==> src/rtl/intr_arb_pkg.sv <==
package intr_arb_pkg;

   typedef enum logic [2:0] {
      KIND_NONE = 3'd0,
      KIND_NMI  = 3'd1,
      KIND_IRQ  = 3'd2,
      KIND_BRK  = 3'd3,
      KIND_COP  = 3'd4
   } intr_kind_e;

   // Source bit set aside for the video timer.
   localparam int VIDEO_SRC_BIT = 0;

   // Emulation-mode table
   localparam logic [15:0] EMU_NMI_VEC = 16'hFFFA;
   localparam logic [15:0] EMU_IRQ_VEC = 16'hFFFE;
   localparam logic [15:0] EMU_COP_VEC = 16'hFFF4;

   // Native-mode table
   localparam logic [15:0] NAT_NMI_VEC = 16'hFFEA;
   localparam logic [15:0] NAT_IRQ_VEC = 16'hFFEE;
   localparam logic [15:0] NAT_BRK_VEC = 16'hFFE6;
   localparam logic [15:0] NAT_COP_VEC = 16'hFFE4;

endpackage

==> src/rtl/intr_src_mask.sv <==
module intr_src_mask #(
   parameter int NSRC = 8
) (
   input  logic            clk,
   input  logic            rst_n,
   input  logic [NSRC-1:0] set_i,
   input  logic [NSRC-1:0] clr_i,
   output logic [NSRC-1:0] mask_o,
   output logic            any_o
);

   logic [NSRC-1:0] mask_q;

   for (genvar b = 0; b < NSRC; b++) begin : g_bit
      always_ff @(posedge clk or negedge rst_n) begin
         if (!rst_n)        mask_q[b] <= 1'b0;
         else if (set_i[b]) mask_q[b] <= 1'b1;
         else if (clr_i[b]) mask_q[b] <= 1'b0;
      end

      AST_CLR_DROPS_BIT: assert property (@(posedge clk) disable iff (!rst_n)
         (clr_i[b] && !set_i[b]) |=> !mask_q[b]);
      AST_OTHERS_KEPT: assert property (@(posedge clk) disable iff (!rst_n)
         (mask_q[b] && !clr_i[b]) |=> mask_q[b]);
   end

   assign mask_o = mask_q;
   assign any_o  = |mask_q;

endmodule

==> src/rtl/intr_nmi_latch.sv <==
module intr_nmi_latch (
   input  logic clk,
   input  logic rst_n,
   input  logic nmi_i,
   input  logic accept_i,
   output logic pend_o
);

   logic prev_q;
   logic pend_q;
   logic rise;

   assign rise = nmi_i && !prev_q;

   always_ff @(posedge clk or negedge rst_n) begin
      if (!rst_n) begin
         prev_q <= 1'b0;
         pend_q <= 1'b0;
      end else begin
         prev_q <= nmi_i;
         if (rise)          pend_q <= 1'b1;
         else if (accept_i) pend_q <= 1'b0;
      end
   end

   assign pend_o = pend_q;

   AST_NMI_HELD: assert property (@(posedge clk) disable iff (!rst_n)
      (pend_q && !accept_i) |=> pend_q);
   AST_NMI_CLEARED: assert property (@(posedge clk) disable iff (!rst_n)
      (accept_i && !$rose(nmi_i)) |=> !pend_q);

endmodule

==> src/rtl/intr_vec_sel.sv <==
module intr_vec_sel
   import intr_arb_pkg::*;
#(
   parameter int  VEC_W        = 16,
   parameter bit  FOLD_BRK_EMU = 1'b1
) (
   input  logic             nmi_pend_i,
   input  logic             irq_any_i,
   input  logic             irq_disable_i,
   input  logic             brk_i,
   input  logic             cop_i,
   input  logic             emu_i,
   output intr_kind_e       kind_o,
   output logic [VEC_W-1:0] vec_o
);

   logic [15:0] emu_brk_vec;

   // Variant: break shares the maskable vector in emulation mode, or not.
   if (FOLD_BRK_EMU) begin : g_fold
      assign emu_brk_vec = EMU_IRQ_VEC;
   end else begin : g_split
      assign emu_brk_vec = NAT_BRK_VEC | 16'h0010;
   end

   always_comb begin
      if (nmi_pend_i)                      kind_o = KIND_NMI;
      else if (irq_any_i && !irq_disable_i) kind_o = KIND_IRQ;
      else if (brk_i)                      kind_o = KIND_BRK;
      else if (cop_i)                      kind_o = KIND_COP;
      else                                 kind_o = KIND_NONE;
   end

   logic [15:0] vec16;
   always_comb begin
      unique case (kind_o)
         KIND_NMI: vec16 = emu_i ? EMU_NMI_VEC : NAT_NMI_VEC;
         KIND_IRQ: vec16 = emu_i ? EMU_IRQ_VEC : NAT_IRQ_VEC;
         KIND_BRK: vec16 = emu_i ? emu_brk_vec : NAT_BRK_VEC;
         KIND_COP: vec16 = emu_i ? EMU_COP_VEC : NAT_COP_VEC;
         default:  vec16 = 16'h0000;
      endcase
   end

   assign vec_o = VEC_W'(vec16);

endmodule

==> src/rtl/intr_arbiter.sv <==
module intr_arbiter
   import intr_arb_pkg::*;
#(
   parameter int NSRC         = 8,
   parameter int VEC_W        = 16,
   parameter bit FOLD_BRK_EMU = 1'b1
) (
   input  logic             clk,
   input  logic             rst_n,
   input  logic             boundary_i,
   input  logic [NSRC-1:0]  src_set_i,
   input  logic [NSRC-1:0]  src_clr_i,
   input  logic             nmi_i,
   input  logic             irq_disable_i,
   input  logic             brk_i,
   input  logic             cop_i,
   input  logic             emu_load_i,
   input  logic             emu_value_i,
   output logic             take_o,
   output logic [VEC_W-1:0] vector_o,
   output logic             emu_mode_o,
   output logic [NSRC-1:0]  src_mask_o,
   output logic             irq_pending_o,
   output logic             nmi_pending_o
);

   if (NSRC < 1 || NSRC > 32) begin : g_bad_nsrc
      $error("intr_arbiter: NSRC must lie in 1..32");
   end
   if (VEC_W != 16) begin : g_bad_vecw
      $error("intr_arbiter: VEC_W must be 16");
   end
   if (VIDEO_SRC_BIT >= NSRC) begin : g_bad_video
      $error("intr_arbiter: video source bit outside mask");
   end

   logic             emu_q;
   logic             nmi_pend;
   logic             irq_any;
   logic             nmi_accept;
   intr_kind_e       kind;
   logic [VEC_W-1:0] sel_vec;
   logic             take_q;
   logic [VEC_W-1:0] vec_q;

   intr_src_mask #(.NSRC(NSRC)) u_mask (
      .clk    (clk),
      .rst_n  (rst_n),
      .set_i  (src_set_i),
      .clr_i  (src_clr_i),
      .mask_o (src_mask_o),
      .any_o  (irq_any)
   );

   assign nmi_accept = boundary_i && (kind == KIND_NMI);

   intr_nmi_latch u_nmi (
      .clk      (clk),
      .rst_n    (rst_n),
      .nmi_i    (nmi_i),
      .accept_i (nmi_accept),
      .pend_o   (nmi_pend)
   );

   intr_vec_sel #(.VEC_W(VEC_W), .FOLD_BRK_EMU(FOLD_BRK_EMU)) u_sel (
      .nmi_pend_i    (nmi_pend),
      .irq_any_i     (irq_any),
      .irq_disable_i (irq_disable_i),
      .brk_i         (brk_i),
      .cop_i         (cop_i),
      .emu_i         (emu_q),
      .kind_o        (kind),
      .vec_o         (sel_vec)
   );

   always_ff @(posedge clk or negedge rst_n) begin
      if (!rst_n)          emu_q <= 1'b1;
      else if (emu_load_i) emu_q <= emu_value_i;
   end

   always_ff @(posedge clk or negedge rst_n) begin
      if (!rst_n) begin
         take_q <= 1'b0;
         vec_q  <= '0;
      end else begin
         take_q <= boundary_i && (kind != KIND_NONE);
         if (boundary_i && (kind != KIND_NONE)) vec_q <= sel_vec;
      end
   end

   assign take_o        = take_q;
   assign vector_o      = vec_q;
   assign emu_mode_o    = emu_q;
   assign irq_pending_o = irq_any;
   assign nmi_pending_o = nmi_pend;

   AST_NMI_WINS: assert property (@(posedge clk) disable iff (!rst_n)
      (boundary_i && nmi_pend) |=>
         (take_o && vector_o == ($past(emu_q) ? VEC_W'(EMU_NMI_VEC) : VEC_W'(NAT_NMI_VEC))));
   AST_IRQ_GATED: assert property (@(posedge clk) disable iff (!rst_n)
      (boundary_i && !nmi_pend && irq_disable_i && !brk_i && !cop_i) |=> !take_o);
   AST_TAKE_AFTER_BOUNDARY: assert property (@(posedge clk) disable iff (!rst_n)
      take_o |-> $past(boundary_i));
   AST_VEC_HOLDS: assert property (@(posedge clk) disable iff (!rst_n)
      !$past(boundary_i) |-> $stable(vector_o));

endmodule

==> config.mk <==
export PLATFORM = sky130hd
export DESIGN_NAME = intr_arbiter
export DESIGN_NICKNAME = d
export VERILOG_FILES = /design/src/rtl/intr_arb_pkg.sv /design/src/rtl/intr_src_mask.sv /design/src/rtl/intr_nmi_latch.sv /design/src/rtl/intr_vec_sel.sv /design/src/rtl/intr_arbiter.sv
export SDC_FILE = /design/constraint.sdc
export NUM_CORES = 1
export LEC_CHECK = 0
export BUFFER_PORTS_ARGS = -buffer_cell sky130_fd_sc_hd__buf_2
export CORE_MARGIN = 4
export CORE_UTILIZATION = 40
export DETAILED_ROUTE_END_ITERATION = 8
export GPL_ROUTABILITY_DRIVEN = 1
export PLACE_DENSITY = 0.76
export SYNTH_ARGS = -nofsm -noshare
export SYNTH_HDL_FRONTEND = slang
export SYNTH_SLANG_ARGS = --single-unit
==> constraint.sdc <==
create_clock -name clk -period 1.5 [get_ports clk]
set_input_delay 0.15 -clock clk [delete_from_list [all_inputs] [get_ports clk]]
set_output_delay 0.15 -clock clk [all_outputs]
set_load 0.05 [all_outputs]
Word level (Yosys, flattened, before mapping):

Cells that the tools add are included.

* logic and storage cells: 61
* input port bits: 25
* bits in read-only memories: 0
* register bits after elaboration: 28
* memories: 0
* RAM bits: 0
* latch bits: 0
* output and inout port bits: 28

* shifts and indexed selects: 0
* add/subtract/negate cells: 0
* eq/ne operators: 4
* $mul: 0
* muxes and demuxes: 27
* reductions and logical operators: 17
* bitwise logic cells: 0
* div/mod/pow operators: 0
* magnitude comparators: 0

Operators by type and width (count)
* one-hot mux 16 bit (4 select lines): 1
* 2-to-1 mux 5 bit: 4
* 2-to-1 mux 1 bit: 18
* nonzero test 2 bit: 9
* 2-to-1 mux 3 bit: 4
* OR reduction 8 bit: 1
* equality test 3 x 2 -> 1 bit (second input constant): 2
* logical AND 1 bit: 4
* equality test 3 x 1 -> 1 bit (second input constant): 1
* equality test 3 bit (second input constant): 1
* nonzero test 3 bit: 1
* zero test 1 bit: 2

Logic depth before layout (Yosys ltp):

Gate-level depths: netlist of the first run.

* depth after elaboration: 8
* depth in mapped cells: 4
* gate-level depth less buffers: 4

Hierarchy:

Synthesis of the first run repeated with hierarchy kept, for this count alone.

* cells, all modules: 97
* area, all modules: 1232.4 µm²

Modules (own cells, without submodules)
* intr_arbiter: area an instance 688.2 µm², cells each 40, seq. area each 451.7 µm², instances 1
* intr_src_mask: area an instance 307.8 µm², cells each 27, seq. area each 200.2 µm², instances 1
* intr_vec_sel: area an instance 166.4 µm², cells each 25, seq. area each 0.0 µm², instances 1
* intr_nmi_latch: area an instance 70.1 µm², cells each 5, seq. area each 50.0 µm², instances 1

Worst setup path before layout of the first run:

No wires, ideal clock.

* path kind: register to output
* start: reg u_mask.mask_q[5], in the netlist u_mask.mask_o[5]
* end: out irq_pending_o
* data arrival time: 1.315 ns
* required time: 1.350 ns
* path slack: 0.035 ns
* path buffers: 0
* stages on the path, launching flop included: 3
* cell sequence: dfrtp_1 nor4_2 nand2_1

* longest elaborated chain between the ends: 1

RTL lines
* start: declaration: RTL line intr_src_mask.sv:12 `logic [NSRC-1:0] mask_q;`
* start signal: indexed assignment: RTL line intr_src_mask.sv:16 `if (!rst_n) mask_q[b] <= 1'b0;`
* start signal: indexed assignment: RTL line intr_src_mask.sv:17 `else if (set_i[b]) mask_q[b] <= 1'b1;`
* start signal: indexed assignment: RTL line intr_src_mask.sv:18 `else if (clr_i[b]) mask_q[b] <= 1'b0;`
* OR reduction 8 bit: RTL line intr_src_mask.sv:28 `assign any_o = |mask_q;`
* end: declaration: RTL line intr_arbiter.sv:23 `output logic irq_pending_o,`

Every way passes these cells.

Worst setup path in the final report of the first run:

Same ends and word-level chain as after synthesis.

==> results.toml, run 1 <==
[global_routing]
grt.overflow.total = 0
grt_max_degree = 18
antenna_found_initial = 0
track_usage = 0.135
grt_pass1_vias = 614
grt_pass1_wl_um = 2680

[sta]
final_max_slew_viol_count = 0
skew_ps = 4.01
setup_ws_ps = 13.0
rsz0062_at_grt = "true"
hold_violations = 0
finalCritPeriodShare = 0.991
max_freq_mhz = 673
period_minus_slack_ps = 1490
setup_viol = 0
setup_tns_ps = 0

[clock_network]
cts_buffers = 3
path_clk_slew_ps = 90
clock_sinks = 17
cts_root_buf = "clkbuf_4"
worstSkewPairLatency_ps = 280
h-tree-depth = 1
clockBufferDepth = 2
tritoncts = "done"

[finish]
multiInputGateArea_um2 = 262
drive_gt1_frac = 0.533
area_growth_pct = 34.3
n_antenna_cell = 0
final_nets = 146
fill_cells = 170
area.sequential_um2 = 427
fin_util = 0.595

[setup_path]
crit_path_max_incr_delay_ps = 430
r2r-start = "u_mask.mask_o[5]"
crit_slowest_cell = "dfrtp_1"
cp_num_buf_inv = 1
required_ps = 1350
cp.arrival_ps = 1340
cp_max_fo = 3
worstSetupPathType = "reg2out"
critical_path.cell_chain = "nor4_4 > nand2_1 > buf_6"
r2r_cells = 4
startpoint_type = "register"
critPathLaunch = "u_mask.mask_o[5]"
cp_num_cells = 3
worst-r2r-setup-slack_ps = 250
cp_top_family = "simple AND/OR/NAND/NOR gates"
r2r-end = "vector_o[2]"
cp-end-kind = "primary output"

[routing]
dr.pass1.iters = 4
drc = 0
routed_wl_um = 1780
drt_iter0_drc = 6
post_drt_wl_per_cell_um = 12.3
vias = 667
ant_nets = 0
vias_per_cell = 4.60

[min_path]
min-delay-start = "src_set_i[2]"
hp-class = "in2reg"
hold_depth = 2
worstHoldEndpoint = "u_mask.mask_o[2]"

[power]
power_density_nw_per_um2 = 977
p_clk_frac = 0.227
share_comb_of_total_power = 0.264
pwr-share-seq = 0.509
switching_power_mw = 0.366
p_int_mw = 0.682
power_leakage_nw = 0.548
p_sw_frac = 0.349
ir_drop_uv = 716

[floorplan]
dieArea_um2 = 2770
die_y_um = 52.7
coreArea_um2 = 1800
die_w_um = 52.7
rows = 15
ioPinCount = 53
floorplan.initialDensity = 0.443

[placed_design]
io_buffers = 51
hpwl_um = 1350
gp_congestion = 0.813
pre_cts_ws_ps = 209

[run_status]
status = "complete, no violations"

[synth]
synth_cells = 74
yosys_register_bits = 17
synth_seq_area_share = 0.534
ys_types = 22
yosys_warnings = 0
netlist_area_um2 = 798
synthesis.nets = 99
syn_area_per_cell_um2 = 10.8

[flow_run]
drv_cap = 0
-- layout make-up --
class | instances | area share
timing repair buffer | 54 | 0.270
multi-input combinational | 35 | 0.244
inverter | 10 | 0.0350
tap | 25 | 0.0292
clock buffer | 4 | 0.0245
sequential | 17 | 0.398
-- synth_stat cells --
library cell  number  area share
dfstp_2            1       0.033
mux2_2             1       0.014
o21ai_0            1      0.0063
a21oi_1            3       0.019
a21o_2             1       0.011
a21oi_2            1       0.011
a22oi_1            1      0.0094
nor2b_4            1       0.017
buf_4             12        0.11
o21bai_1           1      0.0094
nor3_1             1      0.0063
a21o_1             7       0.066
inv_1             10       0.047
a211oi_1           1      0.0094
conb_1             1      0.0047
nor2_1             5       0.024
a2bb2oi_1          1       0.011
o21ai_2            1       0.011
dfrtp_1           16        0.50
nor4_2             3       0.047
nand2_1            4       0.019
a22o_1             1       0.011
-- worst max path at each step --
stage               endpoint  slack, ps
6_report       irq_pending_o         10
5_1_grt        irq_pending_o        -70
3_3_place_gp     vector_o[1]        230
2_1_floorplan  irq_pending_o         40
3_5_place_dp     vector_o[2]        210
4_1_cts        irq_pending_o          3
-- what timing repair did --
item / 4_1_cts / 5_1_grt
gates resized for setup: 3 / 1
buffers inserted: 1 / 0
setup endpoints to repair: 1 / 1
hold buffers: 2 / 0
pin swaps: 1 / 2
hold endpoints to repair: 17 / 0
-- cells by family after synthesis --
| family | after synthesis | synth area share |
|---|---|---|
| AOI/OAI and AO/OA | 19 | 0.174 |
| buffers and inverters | 22 | 0.160 |
| DFF | 17 | 0.534 |
| muxes | 1 | 0.0141 |
| other | 1 | 0.00470 |
| and+or+nand+nor | 14 | 0.113 |
-- placed cells by master, fill, tap and decap left out, drive strengths merged, types with 2 or more instances in the layout --
master and instances:
inv 10, o21ai 2, nor4 3, clkbuf 4
dlygate4sd3 2, a21o 8, nand2 4, nor2 5
a21oi 4, dfrtp 16, buf 52
-- per-layer routing --
layer  GRT usage  vias up  share of wire
met2       0.223       47           0.44
met3      0.0256        4           0.13
li1            -      324              -
met4      0.0766        0          0.014
met1       0.163      292           0.41
met5           0        -              0
-- registers in the layout, summed over array words and instances, names as in the netlist --
register and flops:
take_o 1, vector_o 5, u_nmi.prev_q 1, u_nmi.pend_o 1
u_mask.mask_o 8, emu_mode_o 1
-- stage by stage --
| step | instances | hold WS [ps] | power (mW) | instance area [um2] |
|---|---|---|---|---|
| 2_1_floorplan | 74 | -146 | 0.718 | 798 |
| 3_3_place_gp | 138 | 83.6 | 0.800 | 995 |
| 3_5_place_dp | 138 | 81.2 | 0.807 | 995 |
| 4_1_cts | 145 | 34.1 | 1.06 | 1070 |
| 5_1_grt | 145 | 31.7 | 1.10 | 1070 |
| 6_report | 145 | 39.2 | 1.05 | 1070 |
-- power groups by stage --
| stage | Combinational (mW) | Clock [mW] | Sequential, mW |
|---|---|---|---|
| after detailed placement | 0.269 | 0 | 0.538 |
| after global routing | 0.293 | 0.268 | 0.541 |
| after CTS | 0.278 | 0.245 | 0.533 |
| after floorplan | 0.0617 | 0 | 0.656 |
| final | 0.277 | 0.237 | 0.534 |
| after global placement | 0.266 | 0 | 0.535 |
No activity file was read; power rests on OpenSTA's default activity.
==> run 2, diff against run 1 <==
Settings changed: CORE_MARGIN 4 to not set.
==> run 2 against run 1 <==
- count of clock-buffer cells in the layout is the same
- worst hold slack better by 2.2 ps
- combinational power about the same
- register-to-register slack got worse by 100 ps
- final area increased by 1.1%
- fmax is 2.0% higher
- core utilization increased by 0.62 points
- global-route usage increased by 1.6 points
- final cell count grew 1.4%
- sequential power about the same
- wire length down 12%
- via count increased by 0.75%
- highest routed layer unchanged
==> results.toml, run 2 (synthesis results as in run 1) <==
[power]
p_int_mw = 0.683
power_leakage_nw = 0.557
p_clk_frac = 0.225
switching_power_mw = 0.361
share_comb_of_total_power = 0.264
power_density_nw_per_um2 = 963
pwr-share-seq = 0.511
ir_drop_uv = 578
p_sw_frac = 0.346

[finish]
final_nets = 148
largest_register_ffs = 8
area_growth_pct = 35.7
multiInputGateArea_um2 = 262
layout_commonest_cell = "buf_2"
n_antenna_cell = 0
design_area_um2 = 1080
area.sequential_um2 = 427
drive_gt1_frac = 0.541
layout_common_cells = "buf_2, dfrtp_1, inv_1, a21o_1, nor2_1"
fill_cells = 160

[placed_design]
gp_congestion = 0.775
hpwl_um = 1170
postPlaceCellArea_um2 = 995
io_buffers = 51

[setup_path]
worstSetupPathType = "reg2out"
startpoint_type = "register"
crit_slowest_cell = "dfrtp_1"
crit_path_max_incr_delay_ps = 430
cp_max_fo = 2
critical_path.cell_chain = "nor4_4 > nand2_1 > buf_4"
cp_num_buf_inv = 1
cp.arrival_ps = 1310
cp-end-kind = "primary output"
cp_top_family = "flip-flops"
required_ps = 1350

[min_path]
hp-class = "in2reg"

[routing]
drt_iter0_drc = 6
dr.pass1.iters = 4
drc = 0
vias_per_cell = 4.57
post_drt_wl_per_cell_um = 10.6
ant_nets = 0
routed_wl_um = 1560
vias = 672

[clock_network]
h-tree-depth = 1
worstSkewPairLatency_ps = 280
clockBufferDepth = 2
path_clk_slew_ps = 100
cts_buffers = 3
tritoncts = "done"
clock_sinks = 17
cts_root_buf = "clkbuf_4"

[floorplan]
coreArea_um2 = 1800
die_y_um = 46.7
ioPinCount = 53
rows = 15
dieArea_um2 = 2180
floorplan.initialDensity = 0.443
die_w_um = 46.7

[sta]
final_max_slew_viol_count = 0
setup_viol = 0
max_freq_mhz = 686
hold_violations = 0
period_minus_slack_ps = 1460
finalCritPeriodShare = 0.972
skew_ps = 8.19
setup_tns_ps = 0

[global_routing]
grt-busiest-layer = "met2"
global_route.usage.met1 = 0.193
grt_util_met2 = 0.242
grt_pass1_wl_um = 2250
use_met3 = 0.0235
antenna_found_initial = 0
grt_max_degree = 18
grt.overflow.total = 0
grt_pass1_vias = 559
track_usage = 0.152

[run_status]
status = "complete, no violations"

[flow_run]
drv_cap = 0
[run 2: changes by cell type in the layout (fill, tap and decap cells not counted), sizes merged]
| cell | before | now |
|---|---|---|
| buf | 52 | 54 |
[run 2: final timing paths]
kind                                     to  slack [ps]        startpoint  cells past startpoint
max reg2reg                     vector_o[2]         150  u_mask.mask_o[2]                      5
min in group asynchronous  u_mask.mask_o[2]         310             rst_n                      2
max                           irq_pending_o          40  u_mask.mask_o[2]                      3
max in group asynchronous        emu_mode_o         880             rst_n                      2
min reg2reg                    u_nmi.pend_o         550      u_nmi.prev_q                      2
min                        u_mask.mask_o[0]          40      src_set_i[0]                      2
[run 2: layout make-up]
| type | instances | share of cell area |
|---|---|---|
| clock buffers | 4 | 0.0242 |
| flip-flops and latches | 17 | 0.394 |
| well taps | 25 | 0.0289 |
| repair buffers | 56 | 0.277 |
| inverters | 10 | 0.0346 |
| multi-input cells | 35 | 0.241 |
[run 2: repair_timing]
action | CTS | global route
resized for setup | 2 | 2
setup buffers | 0 | 3
gates cloned | 0 | 0
hold buffers | 2 | 0
setup endpoints to repair | 1 | 1
endpoints found under the hold margin | 17 | 0
pin swaps | 0 | 2
[run 2: metrics by stage]
stage	std cells	util	setup WS [ps]	power, mW	hold WS (ps)
2_1_floorplan	74	-	35.2	0.718	-146
3_3_place_gp	138	0.552	245	0.799	87.5
3_5_place_dp	138	0.552	211	0.805	89.9
4_1_cts	144	0.588	15.2	1.05	36.5
5_1_grt	147	0.601	-35.7	1.09	34.3
6_report	147	0.601	41.9	1.04	41.4
[run 2: routing by layer]
layer	up-vias	routed length [um]
li1	328	-
met1	301	711
met2	41	694
met3	2	137
met4	0	18
met5	-	0
[run 2: power groups by stage]
stage	registers [mW]	logic, mW	clock network (mW)
3_3_place_gp	0.534	0.264	0
2_1_floorplan	0.656	0.0617	0
3_5_place_dp	0.537	0.268	0
6_report	0.533	0.275	0.235
4_1_cts	0.533	0.273	0.244
5_1_grt	0.538	0.293	0.257
==> run 3, diff against run 2 <==
Settings changed: CORE_UTILIZATION 40 to 47, PLACE_DENSITY 0.76 to 0.78, SYNTH_HIERARCHICAL set to 1.
==> run 3 against run 2 <==
- the flow now finishes with violations (negative setup slack)
- die area is 30% higher
- power is 90% higher
- wire length is 85% higher
- clock power is 39% higher
- sequential share of layout area is 0.19 points lower
- highest routed layer unchanged
==> results.toml, run 3 <==
[synth]
synth-edff-count = 0
synth_top_cell_by_area = "dfrtp_1"
synth_top_area_frac = 0.548
synth_most_common_cell = "dfrtp_1"
netlist_area_um2 = 1230
yosys_register_bits = 28
synthesis.nets = 122
synth_cells = 97
ys.flop_type = "dfrtp_1"
synth_commonest_cells = "dfrtp_1, mux2_2, inv_1"
yosys_warnings = 6
ys_types = 21
synth_seq_area_share = 0.570
synthArstFlopShare = 1.00
yosys-top-cells-area = "dfrtp_1, mux2_2, buf_4"
syn_area_per_cell_um2 = 12.7

[setup_path]
cp-end-kind = "register"
cp_max_fo = 17
required_ps = 1740
critPathLaunch = "u_mask/mask_o[1]"
crit_slowest_cell = "dfrtp_2"
cp_num_buf_inv = 1
critical_path.cell_chain = "nor4_4 > nand2_2 > nand2b_4 > a21oi_4 > o31ai_4 > buf_12 > mux2_2"
cp_top_family = "simple AND/OR/NAND/NOR gates"
worstSetupPathType = "reg2reg"
startpoint_type = "register"
r2r-start = "u_mask/mask_o[1]"
crit_path_max_incr_delay_ps = 450
cp.arrival_ps = 2230

[placed_design]
gp_congestion = 0.726
hpwl_um = 1880
io_buffers = 52
postPlaceCellArea_um2 = 1600
pre_cts_ws_ps = -781
dp_cells = 181

[power]
ir_drop_uv = 1120
p_clk_frac = 0.164
switching_power_mw = 0.767
power_mw = 1.99
p_int_mw = 1.22
power_leakage_nw = 0.845
power_density_nw_per_um2 = 1090
pwr-share-seq = 0.452
share_comb_of_total_power = 0.384
p_sw_frac = 0.386

[global_routing]
grt_pass1_wl_um = 4460
grt_pass1_vias = 1022
use_met3 = 0.0316
grt_max_degree = 29
global_route.usage.met1 = 0.269
grt_util_met2 = 0.406
grt-busiest-layer = "met2"
track_usage = 0.224
antenna_found_initial = 0
grt.overflow.total = 0

[clock_network]
worstSkewPairLatency_ps = 340
tritoncts = "done"
cts_buffers = 3
clockBufferDepth = 2
cts_root_buf = "clkbuf_4"
path_clk_slew_ps = 140
h-tree-depth = 1
clock_sinks = 28

[sta]
setup_tns_ps = -8130
final_max_slew_viol_count = 0
max_freq_mhz = 503
tightest_slew_ps = 602
period_minus_slack_ps = 1990
rsz0062_at_grt = "true"
finalCritPeriodShare = 1.33
hold_violations = 0
relSlewSlack = 0.599
skew_ps = 3.93
setup_viol = 19
holdWs_ps = 0.421
setup_ws_ps = -489

[routing]
post_drt_wl_per_cell_um = 14.6
drc = 0
routed_wl_um = 2900
vias_per_cell = 5.00
drt_iter0_drc = 8
ant_nets = 0
dr.pass1.iters = 4
vias = 990

[floorplan]
coreArea_um2 = 2480
die_w_um = 53.2
rows = 18
die_y_um = 53.2
ioPinCount = 53
floorplan.initialDensity = 0.497
dieArea_um2 = 2830

[finish]
final_nets = 194
drive_gt1_frac = 0.667
layout_common_cells = "buf_2, dfrtp_1, buf_4, mux2_2, inv_1"
design_area_um2 = 1820
n_antenna_cell = 0
largest_register_ffs = 16
fill_cells = 173
instances_no_fill = 198
area_growth_pct = 47.4
layout_commonest_cell = "buf_2"
fin_util = 0.733

[min_path]
min-delay-start = "src_set_i[7]"
hp-class = "in2reg"

[run_status]
violations = "negative setup slack"
status = "finished, violations left"

[flow_run]
drv_cap = 0
## run 3: cell types whose count changed in the layout (fill, tap and decap cells not counted), moves of 3 or more
| cell | before | now |
|---|---|---|
| nor2_1 | 5 | 0 |
| dfrtp_2 | 0 | 8 |
| dfrtp_1 | 16 | 19 |
| inv_1 | 10 | 13 |
| dlygate4sd3_1 | 2 | 9 |
| buf_4 | 4 | 16 |
| mux2_2 | 1 | 15 |
## run 3: kinds of logic after synthesis
| group | Yosys count | share of synthesized area |
|---|---|---|
| DFF | 28 | 0.570 |
| buffers and inverters | 25 | 0.116 |
| muxes | 17 | 0.155 |
| AOI/OAI and AO/OA | 15 | 0.107 |
| and+or+nand+nor | 11 | 0.0498 |
| other | 1 | 0.00304 |
## run 3: path summary, 6_finish.rpt
kind	to	slack, ps	cells past startpoint
worst max-delay path	vector_o[8]	-490	7
worst min-delay path	u_mask/mask_o[7]	0.4	2
worst max register to register	vector_o[8]	-490	7
worst min register to register	u_nmi/pend_o	480	1
max in group asynchronous	u_mask/mask_o[7]	730	2
min in group asynchronous	vector_o[1]	340	2
## run 3: area by class of cell
cell class              instances  area [um2]  area share
flip-flops and latches         28         712       0.392
repair buffers                 78         497       0.273
multi-input cells              45         495       0.273
inverters                      13        48.8      0.0269
well taps                      30        37.5      0.0207
clock buffers                   4        26.3      0.0145
## run 3: power groups by stage
| stage | Sequential (mW) | Combinational (mW) | Clock, mW |
|---|---|---|---|
| after floorplan | 1.21 | 0.190 | 0 |
| after global placement | 0.899 | 0.675 | 0 |
| after detailed placement | 0.904 | 0.693 | 0 |
| after CTS | 0.896 | 0.760 | 0.326 |
| after global routing | 0.906 | 0.801 | 0.358 |
| final | 0.897 | 0.763 | 0.326 |
## run 3: timing repair
action | in CTS | in global routing
pin swaps | 3 | 1
hold buffers | 9 | 0
resized for setup | 11 | 0
setup buffers | 3 | 1
gates cloned | 1 | 0
endpoints found under the hold margin | 35 | 0
endpoints found under the setup margin | 19 | 19
## run 3: routing by layer
layer / wire length (um) / vias up
met5: 0 / -
met4: 31 / 0
met3: 91 / 2
met2: 1610 / 22
met1: 1170 / 500
li1: - / 466
